<file path="config.mk">
export PLATFORM = sky130hd
export DESIGN_NAME = xgtx_framer
export DESIGN_NICKNAME = d
export VERILOG_FILES = /design/src/rtl/xgtx_pkg.sv /design/src/rtl/xgtx_lane_map.sv /design/src/rtl/xgtx_ctrl.sv /design/src/rtl/xgtx_word_gen.sv /design/src/rtl/xgtx_framer.sv
export SDC_FILE = /design/constraint.sdc
export NUM_CORES = 1
export LEC_CHECK = 0
export BUFFER_PORTS_ARGS = -buffer_cell sky130_fd_sc_hd__buf_2
export CAP_MARGIN = 30
export CELL_PAD_IN_SITES_DETAIL_PLACEMENT = 0
export CELL_PAD_IN_SITES_GLOBAL_PLACEMENT = 2
export CORE_MARGIN = 2
export CORE_UTILIZATION = 20
export DETAILED_ROUTE_END_ITERATION = 10
export PLACE_DENSITY_LB_ADDON = 0.12
export SETUP_SLACK_MARGIN = 0.2
export SLEW_MARGIN = 30
export SYNTH_ARGS = -nofsm -noshare
export SYNTH_HDL_FRONTEND = slang
export SYNTH_SLANG_ARGS = --single-unit
</file>
<file path="constraint.sdc">
create_clock -name clk -period 1.3 [get_ports clk]
set_clock_uncertainty 0.05 [all_clocks]
set_input_delay 0.065 -clock clk [delete_from_list [all_inputs] [get_ports clk]]
set_output_delay 0.065 -clock clk [all_outputs]
set_load 0.03 [all_outputs]
</file>
<file path="src/rtl/xgtx_pkg.sv">
package xgtx_pkg;

   typedef enum logic [1:0] {
      ST_IDLE  = 2'd0,
      ST_START = 2'd1,
      ST_DATA  = 2'd2,
      ST_TERM  = 2'd3
   } xgtx_state_e;

   localparam logic [7:0] CH_IDLE  = 8'h07;
   localparam logic [7:0] CH_START = 8'hFB;
   localparam logic [7:0] CH_TERM  = 8'hFD;
   localparam logic [7:0] CH_PRE   = 8'h55;
   localparam logic [7:0] CH_SFD   = 8'hD5;

   function automatic xgtx_state_e next_state(input xgtx_state_e cur, input logic valid);
      xgtx_state_e nxt;
      case (cur)
         ST_IDLE, ST_TERM:  nxt = valid ? ST_START : ST_IDLE;
         ST_START, ST_DATA: nxt = valid ? ST_DATA  : ST_TERM;
         default:           nxt = ST_IDLE;
      endcase
      return nxt;
   endfunction

endpackage

</file>
<file path="src/rtl/xgtx_lane_map.sv">
module xgtx_lane_map #(
   parameter int LANES   = 8,
   parameter int LANE_W  = 8,
   parameter bit REVERSE = 1'b1,
   localparam int DW     = LANES * LANE_W
) (
   input  logic [DW-1:0] din,
   output logic [DW-1:0] dout
);

   generate
      if (REVERSE) begin : g_rev
         for (genvar i = 0; i < LANES; i++) begin : g_lane
            assign dout[(LANES-1-i)*LANE_W +: LANE_W] = din[i*LANE_W +: LANE_W];
         end
      end else begin : g_straight
         assign dout = din;
      end
   endgenerate

endmodule

</file>
<file path="src/rtl/xgtx_ctrl.sv">
module xgtx_ctrl
   import xgtx_pkg::*;
(
   input  logic        clk,
   input  logic        rst,
   input  logic        rd_valid,
   output xgtx_state_e state,
   output logic        rd_en
);

   xgtx_state_e state_q;

   always_ff @(posedge clk) begin
      if (rst) state_q <= ST_IDLE;
      else     state_q <= next_state(state_q, rd_valid);
   end

   assign state = state_q;
   assign rd_en = ((state_q == ST_START) || (state_q == ST_DATA)) && rd_valid;

endmodule

</file>
<file path="src/rtl/xgtx_word_gen.sv">
module xgtx_word_gen
   import xgtx_pkg::*;
#(
   parameter int LANES  = 8,
   parameter int LANE_W = 8,
   localparam int DW    = LANES * LANE_W
) (
   input  logic          clk,
   input  logic          rst,
   input  xgtx_state_e   state,
   input  logic          rd_valid,
   input  logic [DW-1:0] payload,
   output logic [DW-1:0] txd,
   output logic [LANES-1:0] txc
);

   logic [DW-1:0] w_idle, w_start, w_term;

   generate
      for (genvar i = 0; i < LANES; i++) begin : g_const
         assign w_idle[i*LANE_W +: LANE_W] = CH_IDLE;
         if (i == 0) begin : g_l0
            assign w_start[i*LANE_W +: LANE_W] = CH_START;
            assign w_term [i*LANE_W +: LANE_W] = CH_TERM;
         end else if (i == LANES-1) begin : g_last
            assign w_start[i*LANE_W +: LANE_W] = CH_SFD;
            assign w_term [i*LANE_W +: LANE_W] = CH_IDLE;
         end else begin : g_mid
            assign w_start[i*LANE_W +: LANE_W] = CH_PRE;
            assign w_term [i*LANE_W +: LANE_W] = CH_IDLE;
         end
      end
   endgenerate

   localparam logic [LANES-1:0] C_ALL   = '1;
   localparam logic [LANES-1:0] C_NONE  = '0;
   localparam logic [LANES-1:0] C_LANE0 = LANES'(1);

   logic [DW-1:0]    d_nxt;
   logic [LANES-1:0] c_nxt;

   always_comb begin
      d_nxt = w_idle;
      c_nxt = C_ALL;
      case (state)
         ST_IDLE, ST_TERM: begin
            if (rd_valid) begin
               d_nxt = w_start;
               c_nxt = C_LANE0;
            end
         end
         ST_START, ST_DATA: begin
            if (rd_valid) begin
               d_nxt = payload;
               c_nxt = C_NONE;
            end else begin
               d_nxt = w_term;
               c_nxt = C_ALL;
            end
         end
         default: ;
      endcase
   end

   always_ff @(posedge clk) begin
      if (rst) begin
         txd <= w_idle;
         txc <= C_ALL;
      end else begin
         txd <= d_nxt;
         txc <= c_nxt;
      end
   end

endmodule

</file>
<file path="src/rtl/xgtx_framer.sv">
module xgtx_framer
   import xgtx_pkg::*;
#(
   parameter int LANES         = 8,
   parameter int LANE_W        = 8,
   parameter bit REVERSE_LANES = 1'b1,
   localparam int DW           = LANES * LANE_W
) (
   input  logic             clk,
   input  logic             rst,
   output logic             rd_en,
   input  logic [DW-1:0]    rd_data,
   input  logic             rd_valid,
   output logic [DW-1:0]    txd,
   output logic [LANES-1:0] txc
);

   generate
      if (LANES < 3) begin : g_bad_lanes
         $error("xgtx_framer: LANES must be at least 3");
      end
      if (LANE_W != 8) begin : g_bad_width
         $error("xgtx_framer: LANE_W must be 8 for XGMII characters");
      end
   endgenerate

   xgtx_state_e   state;
   logic [DW-1:0] payload;

   xgtx_ctrl u_ctrl (
      .clk      (clk),
      .rst      (rst),
      .rd_valid (rd_valid),
      .state    (state),
      .rd_en    (rd_en)
   );

   xgtx_lane_map #(.LANES(LANES), .LANE_W(LANE_W), .REVERSE(REVERSE_LANES)) u_map (
      .din  (rd_data),
      .dout (payload)
   );

   xgtx_word_gen #(.LANES(LANES), .LANE_W(LANE_W)) u_gen (
      .clk      (clk),
      .rst      (rst),
      .state    (state),
      .rd_valid (rd_valid),
      .payload  (payload),
      .txd      (txd),
      .txc      (txc)
   );

endmodule

</file>
### Word-level counts from Yosys, hierarchy flattened

Index checks and enable logic that the tools add are counted.

* flip-flop bits (word level): 74
* latch bits: 0
* memory bits (writable): 0
* bits in read-only memories: 0
* bits of input ports: 67
* logic and storage cells: 20
* memories: 0

* $add $sub $neg: 0
* multipliers: 0
* div/mod/pow operators: 0
* order comparisons: 0
* eq/ne operators: 3
* shifts and indexed selects: 0
* multiplexer cells: 9
* bitwise gates (word level): 0
* reductions and logical operators: 5

Operators by type and width (number)
* 64-bit two-way mux: 2
* 64-bit case mux with 2 select lines: 1
* 8-bit two-way mux: 2
* 8-bit case mux with 2 select lines: 1
* 2-bit equality test (second input constant): 2
* 2-bit case mux with 2 select lines: 1
* 2-bit OR reduction: 2
* 2-bit by 1-bit equality test with 1-bit output (second input constant): 1
* 2-bit zero test: 1
* 1-bit two-way mux: 2
* 1-bit logical AND: 1
* 1-bit logical OR: 1

### Depth between registers and ports, before layout

Gate-level depths: netlist (run 1).

* depth after elaboration: 3
* gate-level depth with buffers: 4
* depth with buffers taken out: 4

### Cells and area by module

A second synthesis (run 1) with hierarchy kept.

* cell total of the unflattened synthesis: 239
* area total of the unflattened synthesis: 2454.9 um^2

By module, submodules not included
* xgtx_word_gen: times used 1, cells each 169, area an instance 1898.1 um^2, seq. area each 1321.3 um^2
* xgtx_lane_map: times used 1, cells each 64, area an instance 480.5 um^2, seq. area each 0.0 um^2
* xgtx_ctrl: times used 1, cells each 6, area an instance 76.3 um^2, seq. area each 40.0 um^2

### Worst setup path before layout (run 1)

OpenSTA, ideal clock, no wires.

* path kind: register to register
* start point: reg u_ctrl.state_q[1], in the netlist u_ctrl.state[1]
* end point: reg u_ctrl.state_q[0], in the netlist u_ctrl.state[0]
* arrival: 1.065 ns
* data required time: 1.136 ns
* slack: 0.071 ns
* cell stages (with the launch flop): 5
* buffers on the path: 0
* clock period less this slack: 1.229 ns
* cell sequence: dfxtp_1 -> xnor2_2 -> inv_2 -> ha_1 -> nor2b_1

* longest elaborated chain between the ends: 3
* elaborated cells between the ends (all ways): 7

RTL lines
* start: declaration: RTL line xgtx_ctrl.sv:11 `xgtx_state_e state_q;`
* start signal: assignment: RTL line xgtx_ctrl.sv:15 `else state_q <= next_state(state_q, rd_valid);`
* 2-bit equality test (tied with other cells): RTL line xgtx_pkg.sv:18 `case (cur)`
* 2-bit OR reduction: RTL line xgtx_pkg.sv:18
* 2-bit case mux with 2 select lines *: RTL line xgtx_pkg.sv:18

Every way passes the cells marked *; elsewhere a longest branch is shown, timed or not.
A chain may end at the register's enable or synchronous reset.

### Worst setup path after layout (run 1)

* start point: reg u_ctrl.state_q[0], in the netlist u_ctrl.state[0]
* end point: out rd_en

* longest elaborated chain between the ends: 3
* elaborated cells between the ends (all ways): 4

RTL lines
* 2-bit by 1-bit equality test with 1-bit output or 2-bit equality test (tied branches): RTL line xgtx_ctrl.sv:19 `assign rd_en = ((state_q == ST_START) || (state_q == ST_DATA)) && rd_valid;`
* 1-bit logical OR *: RTL line xgtx_ctrl.sv:19
* 1-bit logical AND *: RTL line xgtx_ctrl.sv:19
* end: declaration: RTL line xgtx_framer.sv:11 `output logic rd_en,`

Marks and branches as above.

==> results.yml, run 1 <==
worst_setup_path:
  worstPathArrival_ps: 1230
  required_ps: 1190
  critPathMaxFanout: 2
  rr_startpoint: "u_ctrl.state[0]"
  critPathLaunchType: "flip-flop"
  critPathKind: "flip-flop to primary output"
  cp-startpoint: "u_ctrl.state[0]"
  endpoint_kind: "primary output"
global_routing:
  grt_pass1_wl_mm: 8.77
  grt_use_total: 0.112
  grt_max_degree: 22
  antenna_found_initial: 0
  grt_pass1_vias: 1899
  globalRouteOverflowTotal: 0
floorplanning:
  dieArea_mm2: 0.0106
  rows: 36
  dieHeight_um: 103
  start_util: 0.203
  die_w_um: 103
  core_area_mm2: 0.00964
  ios: 140
final_layout:
  final_cell_mix: "buf_2, dlygate4sd3_1, dfxtp_1"
  drive_above_1_share: 0.447
  post-route-util: 0.395
  syn2layout_area_growth_pct: 95.1
  diodes: 0
  layout_commonest_cell: "buf_2"
  fillCellCount: 1005
  layout.nets: 457
sta:
  grt_setup_unrepaired: "true"
  fmax_ghz: 0.742
  tightest_slew_ps: 207
  slew-limit-headroom: 0.862
  holdWs_ps: 96.1
  setup_viol: 22
  slew_violations: 0
  finalCritPeriodShare: 1.04
  setup_slack_ps: -48.0
  period_needed_ps: 1350
  hold_viol: 0
synthesis:
  ys_warn_count: 0
  syn_area_per_cell_um2: 11.2
  synth-seq-area-share: 0.697
  syn_nets: 242
  synth_cell_types: 18
  syn-cell-area_mm2: 0.00195
  synth-seq-cells: 68
  netlist_instances: 174
detailed_routing:
  route.detailed.drc: 0
  postRouteAntennaNets: 0
  drtIter0Drc: 14
  post_drt_via_cell_ratio: 3.65
  dr.pass1.iters: 4
  routedWlPerCell_um: 11.4
  wl_mm: 6.02
  dr_total_vias: 1922
clocking:
  cts_made_buffers: 9
  h-tree-depth: 3
  clk_latency_ps: 330
  root_buffer: "clkbuf_8"
  path_clk_slew_ps: 70
  cts_buffer_depth: 2
  clock-sinks: 68
  cts_tree: "done"
placed_design:
  dp_hpwl_mm: 3.80
  place.gp.congestion: 0.674
  portBuffers: 139
outcome:
  violations: "negative setup slack"
  outcome: "complete, but fails checks"
power_and_ir_drop:
  p_per_area_mw_per_mm2: 1870
  vdd_drop_max_uv: 696
  power.leakage_nw: 1.79
worst_hold_path:
  hp-start: "rd_valid"
  worstHoldPathType: "primary input to flip-flop"
flow_run:
  maxCapViolCount: 0
cell type report:
cell class                      count  area (um^2)  share of cell area
Clock buffer                       11          131              0.0345
Clock inverter                      5         52.6              0.0138
Inverter                            3         13.8             0.00361
Multi-Input combinational cell     90          586               0.154
Sequential cell                    68         1370               0.360
Tap cell                          133          166              0.0437
Timing Repair Buffer              217         1490               0.391
repair_timing:
| action | CTS | global route |
|---|---|---|
| setup buffers | 3 | 2 |
| hold buffers | 66 | 0 |
| hold endpoints to repair | 66 | 0 |
| resized for setup | 15 | 6 |
| gates cloned | 1 | 1 |
| pin swaps | 2 | 11 |
| setup endpoints to repair | 69 | 67 |
sequential cells by signal (all words and copies together), names as in the netlist:
signal,flops
u_ctrl.state,2
u_gen.txc,2
u_gen.txd,64
power breakdown:
part | internal, mW | switching (mW)
Sequential | 2.47 | 0.118
Clock | 0.878 | 0.780
Combinational | 1.18 | 1.72
routing by layer:
layer	vias to the layer above	track usage	routed length, um
met2	82	0.200	3100
met3	9	0.0434	442
met1	859	0.114	2370
met5	-	0	0
li1	972	-	-
met4	0	0.0587	107
cells by family (layout without fill, tap and decap cells):
kind of cell / Yosys count / in the layout / share of synthesized area
and+or+nand+nor: 72 / 72 / 0.186
adders and majority gates: 1 / 1 / 0.00641
DFF: 68 / 68 / 0.697
buffers and inverters: 18 / 236 / 0.0500
AOI/OAI and AO/OA: 14 / 14 / 0.0525
xor gates and xnor gates: 1 / 3 / 0.00833
critical path, cell delays in order (launching register included):
cell	delay [ps]
dfxtp_4	360
xnor2_4	200
inv_4	50
ha_4	150
buf_6	130
metrics by stage:
stage / TNS (ps) / instance area, um^2 / total power [mW] / std cells / setup WS [ps]
2_1_floorplan: 0 / 1980 / 4.19 / 174 / 142
3_3_place_gp: -10820 / 2820 / 4.90 / 438 / -301
3_5_place_dp: -11460 / 2820 / 4.90 / 438 / -324
4_1_cts: -1020 / 3740 / 7.05 / 524 / -87.2
5_1_grt: -2560 / 3810 / 7.64 / 527 / -110
6_report: -436 / 3810 / 7.14 / 527 / -48.0
synth_stat cells:
library cell | number | area share
o21a_1 | 5 | 0.019
clkbuf_1 | 3 | 0.0058
clkbuf_2 | 1 | 0.0026
inv_2 | 1 | 0.0019
nand2_1 | 3 | 0.0058
dfxtp_1 | 68 | 0.70
buf_2 | 5 | 0.013
inv_1 | 2 | 0.0038
xnor2_2 | 1 | 0.0083
ha_1 | 1 | 0.0064
nand2b_1 | 1 | 0.0032
buf_4 | 6 | 0.023
nor2_1 | 32 | 0.062
a21oi_1 | 1 | 0.0026
nor2b_1 | 1 | 0.0032
and2_1 | 20 | 0.064
a21o_1 | 8 | 0.031
or3_1 | 15 | 0.048
final timing paths:
check / end / slack [ps] / cells after the start
setup / recovery: rd_en / -50 / 4
hold / removal: u_ctrl.state[0] / 100 / 3
setup reg to reg: u_gen.txd[45] / -30 / 5
hold reg to reg: u_ctrl.state[0] / 700 / 4
(Power assumes the default switching activity.)
==> run 2, diff against run 1 <==
- PLACE_DENSITY: unset -> 0.8
- PLACE_DENSITY_LB_ADDON: 0.12 -> unset
==> run 2 against run 1 <==
- the run still ends with negative setup slack left
- setup slack got worse by 2.4 ps
- non-clock buffer count increased by 2
- first-iteration DRC count increased by 130%
- sequential power about the same
- highest routed layer unchanged
==> results.yml, run 2 (synthesis results as in run 1) <==
placed_design:
  portBuffers: 139
  placedCellCount: 439
  place.gp.congestion: 0.669
  place_area_mm2: 0.00282
  dp_hpwl_mm: 3.70
sta:
  hold_viol: 0
  slew-limit-headroom: 0.867
  setup_viol: 21
  tns_ps: -264
  fmax_ghz: 0.741
  slew_violations: 0
  setup_slack_ps: -50.4
  period_needed_ps: 1350
  tightest_slew_ps: 200
  finalCritPeriodShare: 1.04
  holdWs_ps: 92.0
  grt_setup_unrepaired: "true"
worst_setup_path:
  cp_slowest_cell: "dfxtp_4"
  endpoint_kind: "primary output"
  crit_chain: "xnor2_4 > inv_4 > ha_4 > buf_6"
  slowest_delay_ps: 360
  critPathLaunchType: "flip-flop"
  r2r_end: "u_gen.txd[51]"
  required_ps: 1190
  rr_startpoint: "u_ctrl.state[0]"
  worstPathArrival_ps: 1240
  timing.reg2reg.setup_slack_ps: -30
  r2r_cells: 5
  path_buf_inv: 2
  cp_top_family: "flip-flops"
  critPathKind: "flip-flop to primary output"
  critPathMaxFanout: 2
detailed_routing:
  drtIter0Drc: 32
  top_layer: "met4"
  post_drt_via_cell_ratio: 3.65
  postRouteAntennaNets: 0
  dr_wl_met3_um: 330
  routedWlPerCell_um: 11.8
  route.detailed.drc: 0
  wl_met2_mm: 3.09
  dr.pass1.iters: 4
  wl_mm: 6.23
  wl_met1_mm: 2.67
  dr_total_vias: 1932
worst_hold_path:
  whs_endpoint: "u_gen.txd[7]"
  worstHoldPathType: "primary input to flip-flop"
  hold_depth: 4
  hp-start: "rst"
final_layout:
  layout.nets: 459
  syn2layout_area_growth_pct: 98.0
  layout_commonest_cell: "buf_2"
  fin_cells: 529
  regMostFlops: "u_gen.txd"
  largest_reg_flops: 64
  drive_above_1_share: 0.449
  fillCellCount: 972
  register_area_mm2: 0.00137
  multi_input_area_um2: 581
  diodes: 0
  fin_area_mm2: 0.00387
  final_cell_mix: "buf_2, dlygate4sd3_1, dfxtp_1"
global_routing:
  grt_max_degree: 17
  grt_pass1_wl_mm: 8.89
  antenna_found_initial: 0
  grt_use_total: 0.115
  globalRouteOverflowTotal: 0
  grt_pass1_vias: 1858
clocking:
  h-tree-depth: 3
  cts_buffer_depth: 2
  cts_made_buffers: 9
  cts_tree: "done"
  root_buffer: "clkbuf_8"
  clk_latency_ps: 330
  path_clk_slew_ps: 70
  clock-sinks: 68
power_and_ir_drop:
  vdd_drop_max_uv: 682
  p_total_mw: 7.54
  power.leakage_nw: 1.82
  p_per_area_mw_per_mm2: 1950
floorplanning:
  rows: 36
  dieHeight_um: 103
  core_area_mm2: 0.00964
  start_util: 0.203
  dieArea_mm2: 0.0106
  die_w_um: 103
  ios: 140
outcome:
  violations: "negative setup slack"
  outcome: "complete, but fails checks"
flow_run:
  maxCapViolCount: 0
[run 2: cell types whose count changed in the layout (fill, tap and decap cells not counted), moves of 2 or more]
| cell | before | now |
|---|---|---|
| buf_6 | 3 | 5 |
| nor2_1 | 29 | 31 |
| clkbuf_8 | 9 | 11 |
| clkinv_2 | 3 | 0 |
| clkbuf_1 | 2 | 0 |
| nor2_2 | 2 | 0 |
[run 2: worst max path at each step]
stage / from / end / slack (ps) / cells past startpoint
after floorplan: u_ctrl.state[1] / u_gen.txd[24] / 140 / 3
after global placement: u_ctrl.state[0] / u_gen.txd[21] / -240 / 4
after detailed placement: u_ctrl.state[0] / u_gen.txd[31] / -270 / 4
after CTS: u_ctrl.state[1] / rd_en / -90 / 4
after global routing: u_ctrl.state[0] / rd_en / -110 / 4
final: u_ctrl.state[0] / rd_en / -50 / 4
[run 2: layer usage]
metal,track usage,up-vias
li1,-,976
met1,0.128,857
met2,0.194,87
met3,0.0278,12
met4,0.0810,0
met5,0,-
[run 2: area by class of cell]
type                            count  area share
Sequential cell                    68       0.354
Timing Repair Buffer              219       0.388
Multi-Input combinational cell     90       0.150
Inverter                            3     0.00356
Tap cell                          133      0.0430
Clock inverter                      5      0.0217
Clock buffer                       11      0.0392
[run 2: where the power goes]
group          internal [mW]  switching (mW)
logic                   1.20            1.72
clock network           1.19           0.823
registers               2.47           0.124
total                   4.87            2.67
[run 2: repair_timing]
item                                    in CTS  in global routing
setup buffers                                3                  2
hold endpoints to repair                    66                  0
hold buffers                                66                  0
gates resized for setup                     17                  5
endpoints found under the setup margin      75                 69
gates cloned                                 2                  1
pin swaps                                    3                 10
[run 2: through the flow]
stage / util / setup slack (ps)
after floorplan: - / 142
after global placement: 0.292 / -235
after detailed placement: 0.292 / -269
after CTS: 0.395 / -85.4
after global routing: 0.401 / -110
final: 0.401 / -50.4
[run 2: worst register-to-register path, delay by kind of cell, from the launching register on]
kind | cells | cell delay, ps
xor+xnor | 1 | 200
buf+inv | 2 | 380
flops | 1 | 360
simple gates | 2 | 230
